## config.mk

```make
export PLATFORM = sky130hd
export DESIGN_NAME = frag_builder
export DESIGN_NICKNAME = d
export VERILOG_FILES = /design/src/rtl/frag_pkg.sv /design/src/rtl/frag_ctrl.sv /design/src/rtl/frag_datapath.sv /design/src/rtl/frag_builder.sv
export SDC_FILE = /design/constraint.sdc
export NUM_CORES = 1
export LEC_CHECK = 0
export BUFFER_PORTS_ARGS = -buffer_cell sky130_fd_sc_hd__buf_2
export CAP_MARGIN = 20
export CORE_AREA = 2 2 359 361
export DETAILED_ROUTE_END_ITERATION = 8
export DIE_AREA = 0 0 361 363
export MAX_ROUTING_LAYER = met4
export SKIP_LAST_GASP = 1
export SLEW_MARGIN = 15
export SYNTH_ARGS = -nofsm -noshare
export SYNTH_HDL_FRONTEND = slang
export SYNTH_HIERARCHICAL = 1
export SYNTH_SLANG_ARGS = --single-unit
```

## constraint.sdc

```tcl
create_clock -name clk -period 4.65 [get_ports clk]
set_input_delay 1.1625 -clock clk [delete_from_list [all_inputs] [get_ports clk]]
set_output_delay 1.1625 -clock clk [all_outputs]
set_load 0.02 [all_outputs]
```

## src/rtl/frag_pkg.sv

```systemverilog
package frag_pkg;
  typedef enum logic [1:0] {
    KIND_DATA   = 2'b00,
    KIND_HEADER = 2'b01,
    KIND_REDUND = 2'b10,
    KIND_RSVD   = 2'b11
  } cellKind_e;

  typedef struct packed {
    logic load;
    logic advance;
    logic selHead;
  } fragStrobe_t;
endpackage

```

## src/rtl/frag_ctrl.sv

```systemverilog
module frag_ctrl
  import frag_pkg::*;
(
  input  logic        clk,
  input  logic        rst_n,
  input  logic        reqValid,
  output logic        reqReady,
  input  logic        outReady,
  output logic        outValid,
  output logic        outSof,
  output logic        outEof,
  input  logic        remEmpty,
  input  logic        remLast,
  output fragStrobe_t strobe
);
  typedef enum logic [1:0] {ST_IDLE, ST_HEAD, ST_BODY} state_e;
  state_e state, stateNext;
  logic fire;

  assign fire = outValid && outReady;

  always_comb begin
    stateNext      = state;
    strobe         = '0;
    reqReady       = 1'b0;
    outValid       = 1'b0;
    outSof         = 1'b0;
    outEof         = 1'b0;
    unique case (state)
      ST_IDLE: begin
        reqReady = 1'b1;
        if (reqValid) begin
          strobe.load = 1'b1;
          stateNext   = ST_HEAD;
        end
      end
      ST_HEAD: begin
        outValid       = 1'b1;
        outSof         = 1'b1;
        outEof         = remEmpty;
        strobe.selHead = 1'b1;
        if (fire) stateNext = remEmpty ? ST_IDLE : ST_BODY;
      end
      ST_BODY: begin
        outValid = 1'b1;
        outEof   = remLast;
        if (fire) begin
          strobe.advance = 1'b1;
          if (remLast) stateNext = ST_IDLE;
        end
      end
      default: stateNext = ST_IDLE;
    endcase
  end

  always_ff @(posedge clk) begin
    if (!rst_n) state <= ST_IDLE;
    else        state <= stateNext;
  end
endmodule

```

## src/rtl/frag_datapath.sv

```systemverilog
module frag_datapath
  import frag_pkg::*;
#(
  parameter int FSN_W     = 24,
  parameter int HDR_W     = 56,
  parameter int MAX_CELLS = 64,
  parameter int PAY_W     = 384,
  localparam int CSN_W    = $clog2(MAX_CELLS),
  localparam int PFX_W    = 2 + CSN_W
) (
  input  logic                 clk,
  input  logic                 rst_n,
  input  fragStrobe_t          strobe,
  input  logic [FSN_W-1:0]     reqFsn,
  input  logic [HDR_W-1:0]     reqHdr,
  input  logic [MAX_CELLS-1:0] reqMap,
  output logic [CSN_W-1:0]     rdAddr,
  input  logic [PAY_W-1:0]     rdData,
  output logic [PAY_W-1:0]     outData,
  output logic [PFX_W-1:0]     outPrefix,
  output logic                 remEmpty,
  output logic                 remLast
);
  localparam int MAP_LO = FSN_W;
  localparam int HDR_LO = FSN_W + MAX_CELLS;

  logic [FSN_W-1:0]     fsnQ;
  logic [HDR_W-1:0]     hdrQ;
  logic [MAX_CELLS-1:0] mapQ;
  logic [MAX_CELLS-1:0] remQ;
  logic [CSN_W-1:0]     curIdx;
  logic [PAY_W-1:0]     headCell;

  // lowest set bit of the remaining map
  always_comb begin
    curIdx = '0;
    for (int i = MAX_CELLS - 1; i >= 0; i--) begin
      if (remQ[i]) curIdx = CSN_W'(i);
    end
  end

  assign remEmpty = (remQ == '0);
  assign remLast  = !remEmpty && ((remQ & (remQ - MAX_CELLS'(1))) == '0);
  assign rdAddr   = curIdx;

  always_comb begin
    headCell = '0;
    headCell[FSN_W-1:0]               = fsnQ;
    headCell[MAP_LO +: MAX_CELLS]     = mapQ;
    headCell[HDR_LO +: HDR_W]         = hdrQ;
  end

  assign outData   = strobe.selHead ? headCell : rdData;
  assign outPrefix = strobe.selHead ? {KIND_HEADER, CSN_W'(0)} : {KIND_DATA, curIdx};

  always_ff @(posedge clk) begin
    if (!rst_n) begin
      fsnQ <= '0;
      hdrQ <= '0;
      mapQ <= '0;
      remQ <= '0;
    end else if (strobe.load) begin
      fsnQ <= reqFsn;
      hdrQ <= reqHdr;
      mapQ <= reqMap;
      remQ <= reqMap;
    end else if (strobe.advance) begin
      remQ[curIdx] <= 1'b0;
    end
  end
endmodule

```

## src/rtl/frag_builder.sv

```systemverilog
module frag_builder
  import frag_pkg::*;
#(
  parameter int FSN_W     = 24,
  parameter int HDR_W     = 56,
  parameter int MAX_CELLS = 64,
  parameter int PAY_W     = 384,
  localparam int CSN_W    = $clog2(MAX_CELLS),
  localparam int PFX_W    = 2 + CSN_W
) (
  input  logic                 clk,
  input  logic                 rst_n,
  input  logic                 reqValid,
  output logic                 reqReady,
  input  logic [FSN_W-1:0]     reqFsn,
  input  logic [HDR_W-1:0]     reqHdr,
  input  logic [MAX_CELLS-1:0] reqMap,
  output logic [CSN_W-1:0]     rdAddr,
  input  logic [PAY_W-1:0]     rdData,
  output logic                 outValid,
  input  logic                 outReady,
  output logic [PAY_W-1:0]     outData,
  output logic [PFX_W-1:0]     outPrefix,
  output logic                 outSof,
  output logic                 outEof
);
  fragStrobe_t strobe;
  logic remEmpty, remLast;

  frag_ctrl u_ctrl (
    .clk(clk), .rst_n(rst_n),
    .reqValid(reqValid), .reqReady(reqReady),
    .outReady(outReady), .outValid(outValid),
    .outSof(outSof), .outEof(outEof),
    .remEmpty(remEmpty), .remLast(remLast),
    .strobe(strobe)
  );

  frag_datapath #(
    .FSN_W(FSN_W), .HDR_W(HDR_W), .MAX_CELLS(MAX_CELLS), .PAY_W(PAY_W)
  ) u_dp (
    .clk(clk), .rst_n(rst_n), .strobe(strobe),
    .reqFsn(reqFsn), .reqHdr(reqHdr), .reqMap(reqMap),
    .rdAddr(rdAddr), .rdData(rdData),
    .outData(outData), .outPrefix(outPrefix),
    .remEmpty(remEmpty), .remLast(remLast)
  );
endmodule

```

== Yosys cells after proc, flatten, opt, wreduce, memory -nomap -nowiden ==
Cells that the tools add are included.

* Bits in registers: 210
* Input port bits: 532
* Output and inout bits: 402
* Logic and storage cells: 111

* Add/subtract/negate cells: 1
* Order comparisons: 2
* Equality and inequality tests: 6
* Muxes and demuxes: 84
* Bitwise operators: 3
* Reduce and logical (&&, ||, !) cells: 10

{| class="wikitable"
|+ Operator list
! kind !! count
|-
| $mux 384 || 1
|-
| $mux 6 || 64
|-
| $and 64x64->64 || 2
|-
| $logic_not 64->1 || 2
|-
| $mux 64 || 2
|-
| $not 64->64 || 1
|-
| $sub 64x1->64 const B || 1
|-
| $mux 2 || 5
|-
| $mux 1 || 8
|-
| $lt 6x7->1 const B || 1
|-
| $mux 7 || 1
|-
| $demux 1 s6 || 1
|-
| $ge 6x1->1 const B || 1
|-
| $ne 2x1->1 const B || 3
|-
| $pmux 2 s3 || 1
|-
| $reduce_and 4->1 || 1
|-
| $logic_and 1x1->1 || 3
|-
| $eq 2x1->1 const B || 1
|-
| $eq 2x2->1 const B || 1
|-
| $logic_not 2->1 || 1
|-
| $ne 2x2->1 const B || 1
|-
| $pmux 1 s2 || 1
|-
| $reduce_bool 2->1 || 1
|-
| $reduce_or 2->1 || 1
|-
| $logic_not 1->1 || 1
|}

== Longest topological paths before layout ==
Gate-level depths: netlist (run 1).

* Depth after elaboration: 72
* Mapped depth: 12
* Mapped depth without buffers: 10

== Hierarchy ==
Netlist (run 1), hierarchy kept.

{| class="wikitable"
|+ Modules (own cells, without submodules)
! module !! times used !! cells an instance !! area an instance (µm²)
|-
| frag_datapath || 1 || 1586 || 12883.6
|-
| frag_ctrl || 1 || 24 || 207.7
|}

== Worst setup path before layout (run 1) ==
No wires, ideal clock.

* Path type: flip-flop to output port
* Start: register u_dp.remQ[1]
* End: output port outEof
* Arrival time: 3545 ps
* Required time: 3488 ps
* Path slack: -57 ps
* Cell stages (with the launch flop): 11
* Buffers on the path: 0
* Cell sequence: dfxtp_1 nor4_4 nand4_2 or4_4 or4_4 or4_4 a211oi_2 o2111ai_1 nor4_2 a22oi_1 nor2b_1

* Word-level cells in the longest chain between the ends: 5
* Elaborated cells between the ends (all ways): 7
* Classes of those cells: add/sub (1); mux (1); bitwise (1); reduce/logical (4)

{| class="wikitable"
|+ RTL lines
! element !! line !! source
|-
| from (decl) || frag_datapath.sv:30 || <nowiki>logic [MAX_CELLS-1:0] remQ;</nowiki>
|-
| from (signal assigned) || frag_datapath.sv:66 || <nowiki>remQ <= reqMap;</nowiki>
|-
| $sub 64x1->64 || frag_datapath.sv:43 || <nowiki>assign remLast = !remEmpty && ((remQ & (remQ - MAX_CELLS'(1))) == '0);</nowiki>
|-
| $and 64x64->64 || frag_datapath.sv:43 ||
|-
| $logic_not 64->1 || frag_datapath.sv:43 ||
|-
| $logic_and 1x1->1 (*) || frag_datapath.sv:43 ||
|-
| net remLast || frag_builder.sv:28 || <nowiki>logic remEmpty, remLast;</nowiki>
|-
| $pmux 1 s2 (*) || frag_ctrl.sv:29 || <nowiki>unique case (state)</nowiki>
|-
| to (decl) || frag_builder.sv:25 || <nowiki>output logic outEof</nowiki>
|}

Mark *: on every way through the listed nets, which the timed path passes. The rest lies on a longest branch.

== Final worst setup path (run 1) ==
* Start: register u_dp.remQ[19]
* End: output port outEof

The elaborated chain is that of the path after synthesis.

==> results of run 1 <==
report_power, final:
part / internal, mW / leakage (nW) / switching [mW]
sequential: 2.09 / 1.73 / 0.248
combinational: 2.44 / 7.48 / 4.83
clock: 1.37 / 0.469 / 0.913
worst max-delay path by stage:
stage / slack [ps] / start / cells after the start / end
floorplan: 20 / u_dp/remQ[1] / 10 / outEof
global placement: -370 / u_dp/remQ[24] / 15 / outEof
detailed placement: -400 / u_dp/remQ[4] / 13 / outEof
CTS: -820 / u_dp/remQ[19] / 13 / outEof
global route: -810 / u_dp/remQ[19] / 13 / outEof
finish: -670 / u_dp/remQ[19] / 13 / outEof
repair_timing:
action | in CTS | in global routing
pin swaps | 9 | 4
endpoints found under the setup margin | 1 | 1
gates resized for setup | 12 | 14
setup buffers | 2 | 0
placed cells by master (no fill, tap or decap), drive strengths merged, types with 12 or more instances in the layout:
master / instances
dfxtp: 210
inv: 70
a21oi: 26
clkbuf: 39
nor3: 12
nor4: 28
mux2: 144
nand3: 12
a31oi: 64
mux2i: 84
a21boi: 62
nor2: 53
o21ai: 86
nor2b: 327
buf: 1050
diode: 46
nand2: 210
registers in the layout, summed over array words and instances (netlist names):
name	count
u_dp/hdrQ	56
u_dp/fsnQ	24
u_ctrl/state	2
u_dp/mapQ	64
u_dp/remQ	64
critical path, stage by stage, from the launching register on:
cell,delay [ps]
dfxtp_1,320
nor4_2,300
buf_4,170
nand4_1,130
or4_4,540
or4_4,440
or4_4,440
a211oi_2,220
o2111ai_2,140
nor4_2,250
buf_4,180
a22oi_1,80
nor2b_2,150
buf_6,160
per-layer routing:
metal / vias to the layer above / GRT usage
met5: - / -
met4: 0 / 0.0711
met3: 191 / 0.0538
met2: 929 / 0.279
met1: 7605 / 0.184
li1: 7572 / -
layout make-up:
| cell class | instances | area (sq um) |
|---|---|---|
| antenna | 46 | 115 |
| clock buffer | 39 | 802 |
| clock inverter | 12 | 175 |
| fill | 14500 | 105000 |
| inverter | 70 | 263 |
| multi-input combinational | 1220 | 8370 |
| sequential | 210 | 4200 |
| tap | 1662 | 2080 |
| timing repair buffer | 1050 | 5660 |
cells by family (layout without fill, tap and decap cells):
| group | after synthesis | in the layout | share of synthesized area |
|---|---|---|---|
| compound gates | 307 | 307 | 0.153 |
| mux | 228 | 228 | 0.188 |
| fa+ha+maj | 7 | 7 | 0.00612 |
| buf+inv | 180 | 1171 | 0.0525 |
| other cells | 1 | 47 | 0.000286 |
| flops | 210 | 210 | 0.321 |
| simple gates | 677 | 677 | 0.279 |
through the flow:
stage	cells	total power [mW]	setup TNS (ps)	hold WS (ps)
2_1_floorplan	1610	6.22	0	440
3_3_place_gp	4210	9.64	-375	455
3_5_place_dp	4210	9.64	-396	466
4_1_cts	4263	12.1	-818	475
5_1_grt	4296	12.5	-806	499
6_report	4309	11.9	-672	474
==> key figures, run 1 <==
Routing
  – Wirelength, routed: roughly 110 mm
  – Met2 wire length: around 54 mm
  – First-pass DRT Iterations: 5
  – Met1 wire length: 43.3 mm
  – Drt wl/cell: ~26 um
  – Remaining antenna violation count: 0
  – Vias: 16,300
  – Met3 wire len: between 10 and 15 mm
  – # DRC: 0
  – Vias per cell: 3.78
  – Max Used Layer: met4
  – Initial drt markers: 997

Power and ir drop
  – Worst ir drop on vdd: 0.278 mV
  – Leakage: 9.67 nW
  – PwrDens: between 500 and 600 nW/um^2

Floorplan
  – Die X: around 360 um
  – Rows: 131
  – I/O Pins: about 930
  – Initial Util: 0.103
  – Core area: 127,000 sq um
  – Die ar.: about 130,000 sq um
  – Die height: roughly 360 um

Min path
  – HP Class: reg -> reg
  – Hold depth: 2
  – Hold Startpoint: u_dp/mapQ[22]
  – Worst Hold Path EP: u_dp/mapQ[22]

Clock network
  – TritonCTS Buffers: 28
  – CTS H-Tree Depth: 1
  – TritonCTS clock tree: yes
  – CTS hold repair buffers: 0
  – CTS max path bufs: 3
  – CTS clk-pin slew, worst paths: approximately 60 ps
  – Worst-Skew Late Latency: around 620 ps
  – CTS root buf: clkbuf_16
  – Clock sinks: 210

Status
  – Failing checks: setup timing
  – Status: finished with violations

Critical path
  – Critical path capture point type: output port
  – Crit Path Max Fanout: 2
  – CP startpoint kind: flip-flop
  – FF-to-FF setup slack: between 900 and 1000 ps
  – CP arrival: between 4000 and 5000 ps
  – Critical Path RT: approximately 3500 ps
  – CP Class: reg -> out
  – R2R cell count: 14
  – FF-to-FF Start: u_dp/remQ[19]
  – Reg2reg end: u_ctrl/state[1]

Synth
  – Post-Syn Area: between 10,000 and 15,000 sq um
  – Number of synthesized register bits: 210
  – Synth Area per Inst: 8.13 sq um
  – Synth warn: 6
  – Most common cell in the netlist: nor2b_1
  – Post-synth EDFFs: 0
  – Commonest cells in the synthesized netlist: 327 x nor2b_1, 210 x dfxtp_1, 210 x nand2_1
  – Cells after synthesis: between 1,500 and 2,000
  – Register area share after synthesis: 0.321
  – Synth top area share: 0.321
  – Synth Flop Type: dfxtp_1
  – Synth area leader: dfxtp_1
  – Synth cell types: slightly above 60
  – Top cells by area, synth: dfxtp_1 32%, nor2b_1 16%, mux2_2 12%, mux2i_1 6.4%, nand2_1 6.0%
  – Synth async-reset ratio: 0
  – Syn nets: 2,146

Global route
  – Vias in the first global route: ~15,000
  – GRT Util Overall: 0.168
  – Global-route wire length before repair: ~140 mm
  – GRT overflow: 0
  – Initial antenna violation count: 119
  – Largest net degree at the start of global routing: between 100 and 150

Run
  – Max Cap Viol: 0

Placed design
  – DPL Wire Length: 99.5 mm
  – GP Congestion: a little under 1
  – Placed Area: between 20,000 and 25,000 sq um
  – PortBufs: just over 900
  – Dpl ws: -396 ps

STA
  – Worst-Margin Slew: between 900 and 1000 ps
  – RSZ-0062 raised after global routing: yes
  – Max_slew headroom: 0.359
  – Final hold vios: 0
  – Setup Skew: around 55 ps
  – Final Max Slew Viols: 0
  – Setup slack after layout: -672 ps
  – Top achievable clock speed: around 0.19 GHz
  – Crit share post-route: 1.14
  – Post-layout min period: 5320 ps
  – Final setup viols: 1

Finish
  – P&R area growth vs syn: 65.5%
  – Design area: 21,700 sq um
  – Fin util: 0.171
  – Layout Nets: 3,116
  – Share of layout cells above drive strength 1: 0.494
Power figures use the tool's default switching activity.
==> run 2, diff against run 1 <==
- RECOVER_POWER: unset -> 25
==> key figures, run 2 (synthesis results as in run 1) <==
Power and ir drop
  – Leakage: slightly below 10 nW
  – Worst ir drop on vdd: 0.277 mV
  – PwrDens: 551 nW/um^2

Finish
  – P&R area growth vs syn: 65.2%
  – Final Non-Filler Cells: roughly 4,300
  – Largest regs: u_dp/mapQ (64), u_dp/remQ (64), u_dp/hdrQ (56)
  – Multi-input gate area: 8370 sq um
  – Most common cell after layout, fill and taps aside: buf_2
  – Layout Nets: approximately 3,100
  – Most frequent cells in the layout: 928 x buf_2, 326 x nor2b_1, 210 x nand2_1, 210 x dfxtp_1, 144 x mux2_2
  – Seq. cell area: 4200 sq um
  – Share of layout cells above drive strength 1: 0.492
  – Fin util: 0.170
  – Fillers: ~15,000

STA
  – Final Max Slew Viols: between 200 and 250
  – Worst-Margin Slew: around 3200 ps
  – Max_slew headroom: -1.14
  – Final hold vios: 0
  – Top achievable clock speed: 0.189 GHz
  – Setup Skew: roughly 55 ps
  – Post-layout min period: ~5300 ps
  – Crit share post-route: 1.14
  – Setup slack after layout: -654 ps
  – RSZ-0062 raised after global routing: yes
  – Final setup viols: 10

Floorplan
  – Die ar.: between 100,000 and 150,000 sq um
  – Rows: roughly 130
  – Core area: roughly 130,000 sq um
  – Die X: between 300 and 400 um
  – Die height: about 360 um
  – I/O Pins: 934
  – Initial Util: 0.103

Clock network
  – TritonCTS clock tree: yes
  – Worst-Skew Late Latency: about 620 ps
  – CTS H-Tree Depth: 1
  – Clock sinks: 210
  – CTS root buf: clkbuf_16
  – CTS max path bufs: 3
  – TritonCTS Buffers: 28
  – CTS clk-pin slew, worst paths: 60 ps
  – CTS hold repair buffers: 0

Min path
  – Hold depth: 2
  – HP Class: reg -> reg

Placed design
  – GP Congestion: between 0.9 and 1
  – Cells after DPL: approximately 4,200
  – DPL Wire Length: slightly below 100 mm
  – PortBufs: roughly 930

Critical path
  – Crit Path Max Fanout: 2
  – R2R cell count: 8
  – CP Class: reg -> out
  – Critical path capture point type: output port
  – Critical Path RT: around 3500 ps
  – CP startpoint kind: flip-flop
  – CP arrival: roughly 4100 ps

Routing
  – Wirelength, routed: about 110 mm
  – Vias: approximately 16,000
  – Initial drt markers: 1,026
  – First-pass DRT Iterations: 5
  – Remaining antenna violation count: 0
  – Drt wl/cell: 26.3 um
  – Vias per cell: ~3.8
  – # DRC: 0

Run
  – Max Cap Viol: 4

Global route
  – Largest net degree at the start of global routing: 107
  – Initial antenna violation count: about 120
  – GRT overflow: 0
  – Global-route wire length before repair: 143 mm
  – Vias in the first global route: ~15,000
  – GRT Util Overall: 0.168

Status
  – Failing checks: capacitance limit, slew limit, setup timing
  – Status: finished with violations
## run 2: cell types whose count changed in the layout (fill, tap and decap cells not counted), moves of 2 or more
| cell | delta |
|---|---|
| clkbuf_1 | +5 |
| buf_4 | -2 |
| buf_2 | -2 |
| buf_12 | -2 |
| diode_2 | -2 |
## run 2: per-layer routing
| layer | GRT usage | part of all wire | vias up |
|---|---|---|---|
| met5 | - | 0 | - |
| met3 | 0.0538 | 0.096 | 185 |
| met1 | 0.184 | 0.38 | 7571 |
| met2 | 0.279 | 0.48 | 915 |
| met4 | 0.0711 | 0.044 | 0 |
| li1 | - | - | 7565 |
## run 2: per-stage QoR
| stage | power [mW] | hold WS [ps] | TNS [ps] | area [sq um] | worst slack (ps) |
|---|---|---|---|---|---|
| floorplan | 6.22 | 440 | 0 | 13100 | 22.6 |
| global placement | 9.64 | 455 | -375 | 20400 | -375 |
| detailed placement | 9.64 | 466 | -396 | 20400 | -396 |
| CTS | 12.1 | 475 | -818 | 21500 | -818 |
| global route | 12.6 | 499 | -19630 | 21600 | -806 |
| finish | 11.9 | 474 | -1390 | 21600 | -654 |
## run 2: layout make-up
type                       count  share of cell area
timing repair buffer        1050               0.260
antenna                       44             0.00509
tap                         1662              0.0962
multi-input combinational   1220               0.387
clock buffer                  39              0.0371
clock inverter                12             0.00810
inverter                      70              0.0122
sequential                   210               0.194
## run 2: repair_timing
| action | 4_1_cts | 5_1_grt |
|---|---|---|
| endpoints found under the setup margin | 1 | 1 |
| setup buffers | 2 | 0 |
| gates resized for setup | 12 | 14 |
| pin swaps | 9 | 4 |
## run 2: critical path: stages, from the launching register on
cell       delay (ps)
dfxtp_1           320
nor4_2            300
buf_4             170
nand4_1           120
or4_4             540
or4_4             440
or4_4             440
a211oi_2          220
o2111ai_2         140
nor4_2            240
buf_4             170
a22oi_1            80
nor2b_2           150
buf_6             160
## run 2: power breakdown
part / switching (mW) / internal [mW]
Combinational: 4.82 / 2.48
Sequential: 0.248 / 2.09
Clock: 0.913 / 1.37
## run 2: path summary, 6_finish.rpt
kind | from | slack, ps | to
hold reg to reg | u_dp/mapQ[32] | 470 | u_dp/mapQ[32]
hold / removal | u_dp/mapQ[32] | 470 | u_dp/mapQ[32]
setup reg to reg | u_ctrl/state[1] | -230 | u_dp/remQ[9]
setup / recovery | u_dp/remQ[19] | -650 | outEof
==> run 3, diff against run 2 <==
- CORE_AREA: 2 2 359 361 -> 2 2 365 367
- DIE_AREA: 0 0 361 363 -> 0 0 367 369
- clock period: 4.65 -> 5.34 ns (I/O delays scaled with it)
==> key figures, run 3 (synthesis results as in run 1) <==
STA
  – Final Max Slew Viols: between 50 and 60
  – Setup slack after layout: -74.3 ps
  – RSZ-0062 raised after global routing: yes
  – Fin Hold WS: 473 ps
  – Final setup viols: 1
  – Post-layout min period: ~5400 ps
  – Final hold vios: 0
  – Max_slew headroom: -0.641
  – Top achievable clock speed: roughly 0.18 GHz
  – Crit share post-route: 1.01
  – Setup Skew: 11.8 ps
  – Worst-Margin Slew: around 2500 ps

Critical path
  – Reg2reg end: u_dp/remQ[60]
  – Crit Path Max Fanout: 5
  – FF-to-FF Start: u_ctrl/state[1]
  – Largest stage delay on the critical path: between 500 and 600 ps
  – Critical path capture point type: output port
  – Top delay family on crit path: simple AND/OR/NAND/NOR gates
  – CP startpoint kind: flip-flop
  – CP Buf/Inv Count: 3
  – R2R cell count: 8
  – CP Class: reg -> out
  – CP arrival: slightly above 4000 ps
  – Critical path's slowest cell: or4_4
  – FF-to-FF setup slack: 510 ps
  – CP cell instances: nor4_2, buf_4, nand4_1, or4_4, or4_4, or4_4, a211oi_2, o2111ai_2, nor4_4, buf_4, a22oi_1, nor2b_1, buf_4
  – Critical Path RT: approximately 4000 ps

Run
  – Max Cap Viol: 1

Routing
  – Vias per cell: between 3 and 4
  – Vias: 16,100
  – # DRC: 0
  – Remaining antenna violation count: 0
  – First-pass DRT Iterations: 5
  – Wirelength, routed: between 100 and 150 mm
  – Initial drt markers: between 900 and 1,000
  – Drt wl/cell: roughly 26 um

Floorplan
  – Initial Util: 0.0998
  – Die ar.: 135,000 sq um
  – Die X: 367 um
  – I/O Pins: just over 900
  – Rows: between 100 and 150
  – Die height: between 300 and 400 um
  – Core area: about 130,000 sq um

Global route
  – Busiest grt layer: met2
  – GR Layer Usage met2: 0.281
  – Largest net degree at the start of global routing: 129
  – Global-route wire length before repair: 142 mm
  – GRT overflow: 0
  – Vias in the first global route: ~15,000
  – GRT Util Overall: 0.161
  – Met1 usage in global routing: 0.159
  – Grt met3 use: 0.0735
  – Initial antenna violation count: 149

Clock network
  – CTS max path bufs: 3
  – CTS hold repair buffers: 0
  – CTS clk-pin slew, worst paths: approximately 60 ps
  – TritonCTS clock tree: yes
  – Worst-Skew Late Latency: roughly 600 ps
  – CTS root buf: clkbuf_16
  – CTS H-Tree Depth: 1
  – TritonCTS Buffers: 28
  – Clock sinks: between 200 and 250

Status
  – Status: finished with violations
  – Failing checks: capacitance limit, slew limit, setup timing

Finish
  – Layout Nets: between 3,000 and 4,000
  – Most frequent cells in the layout: 929 x buf_2, 327 x nor2b_1, 209 x nand2_1
  – Largest regs: u_dp/mapQ (64), u_dp/remQ (64), u_dp/hdrQ (56)
  – Share of layout cells above drive strength 1: 0.483
  – Design area: 21,300 sq um
  – Final Non-Filler Cells: between 4,000 and 5,000
  – Fin util: 0.162
  – Fillers: around 15,000
  – Most common cell after layout, fill and taps aside: buf_2
  – P&R area growth vs syn: 62.4%

Min path
  – Hold Startpoint: u_dp/mapQ[29]
  – Hold depth: 2
  – HP Class: reg -> reg
  – Worst Hold Path EP: u_dp/mapQ[29]

Power and ir drop
  – Seq pwr share: 0.208
  – Worst ir drop on vdd: about 0.18 mV
  – Combinational share of power: 0.597
  – Power share of the clock group: 0.195
  – Leakage: between 9 and 10 nW
  – Pint: ~5 mW
  – PwrDens: approximately 470 nW/um^2
  – Sw Share: 0.506
  – Switching power: between 5 and 6 mW

Placed design
  – Dpl ws: roughly 44 ps
  – DPL Wire Length: a little under 100 mm
  – Cells after DPL: ~4,200
  – GP Congestion: ~0.93
  – PortBufs: ~930
  – Placed Area: between 20,000 and 25,000 sq um
## run 3: cell types whose count changed in the layout (fill, tap and decap cells not counted), sizes merged
cell / before / now
buf: 1044 / 993
bufinv: 3 / 2
clkbuf: 45 / 44
clkinv: 6 / 7
diode: 44 / 48
inv: 70 / 71
## run 3: how the worst max path moves through the flow
| stage | startpoint | end | cells past startpoint |
|---|---|---|---|
| 6_report | u_dp/remQ[20] | outEof | 13 |
| 5_1_grt | u_dp/remQ[20] | outEof | 13 |
| 4_1_cts | u_dp/remQ[19] | outEof | 13 |
| 3_5_place_dp | u_dp/remQ[0] | outEof | 13 |
| 3_3_place_gp | u_dp/remQ[0] | outEof | 13 |
| 2_1_floorplan | u_dp/remQ[1] | outEof | 10 |
## run 3: final cells by class
| class | instances | area (sq um) | area share |
|---|---|---|---|
| antenna | 48 | 120 | 0.00565 |
| clock buffer | 38 | 778 | 0.0366 |
| clock inverter | 13 | 155 | 0.00730 |
| inverter | 70 | 263 | 0.0124 |
| multi-input combinational | 1220 | 8340 | 0.392 |
| sequential | 210 | 4220 | 0.199 |
| tap | 1755 | 2200 | 0.103 |
| timing repair buffer | 999 | 5190 | 0.244 |
## run 3: power groups by stage
| stage | combinational, mW | clock [mW] | sequential (mW) |
|---|---|---|---|
| 2_1_floorplan | 3.42 | 0 | 1.99 |
| 3_3_place_gp | 5.97 | 0 | 2.09 |
| 3_5_place_dp | 5.98 | 0 | 2.09 |
| 4_1_cts | 6.05 | 2.04 | 2.07 |
| 5_1_grt | 6.39 | 2.10 | 2.11 |
| 6_report | 5.96 | 1.95 | 2.08 |
## run 3: layer usage
layer	vias up	routed length, um	part of all wire
met2	915	55200	0.49
met5	-	0	0
met3	230	12700	0.11
li1	7466	-	-
met4	0	4260	0.038
met1	7460	39500	0.35
## run 3: worst reg2reg max path, cell delays in order, from the launching register on
cell      delay, ps
dfxtp_1         330
inv_1           130
ha_1            280
and2_1         1830
clkbuf_4       1290
nand2_1         420
o21ai_0         190
nand2_1          80
a31oi_1         190
## run 3: through the flow
stage | setup TNS [ps] | total power [mW]
2_1_floorplan | 0 | 5.41
5_1_grt | -373 | 10.6
4_1_cts | -254 | 10.2
3_5_place_dp | 0 | 8.07
6_report | -74.3 | 9.98
3_3_place_gp | -1.50 | 8.06
## run 3: what timing repair did
| action | in CTS | in global routing |
|---|---|---|
| hold endpoints to repair | 0 | 0 |
| gates resized for setup | 21 | 10 |
| buffers inserted | 8 | 1 |
| cloned | 0 | 0 |
| endpoints found under the setup margin | 1 | 1 |
| pin swaps | 10 | 4 |
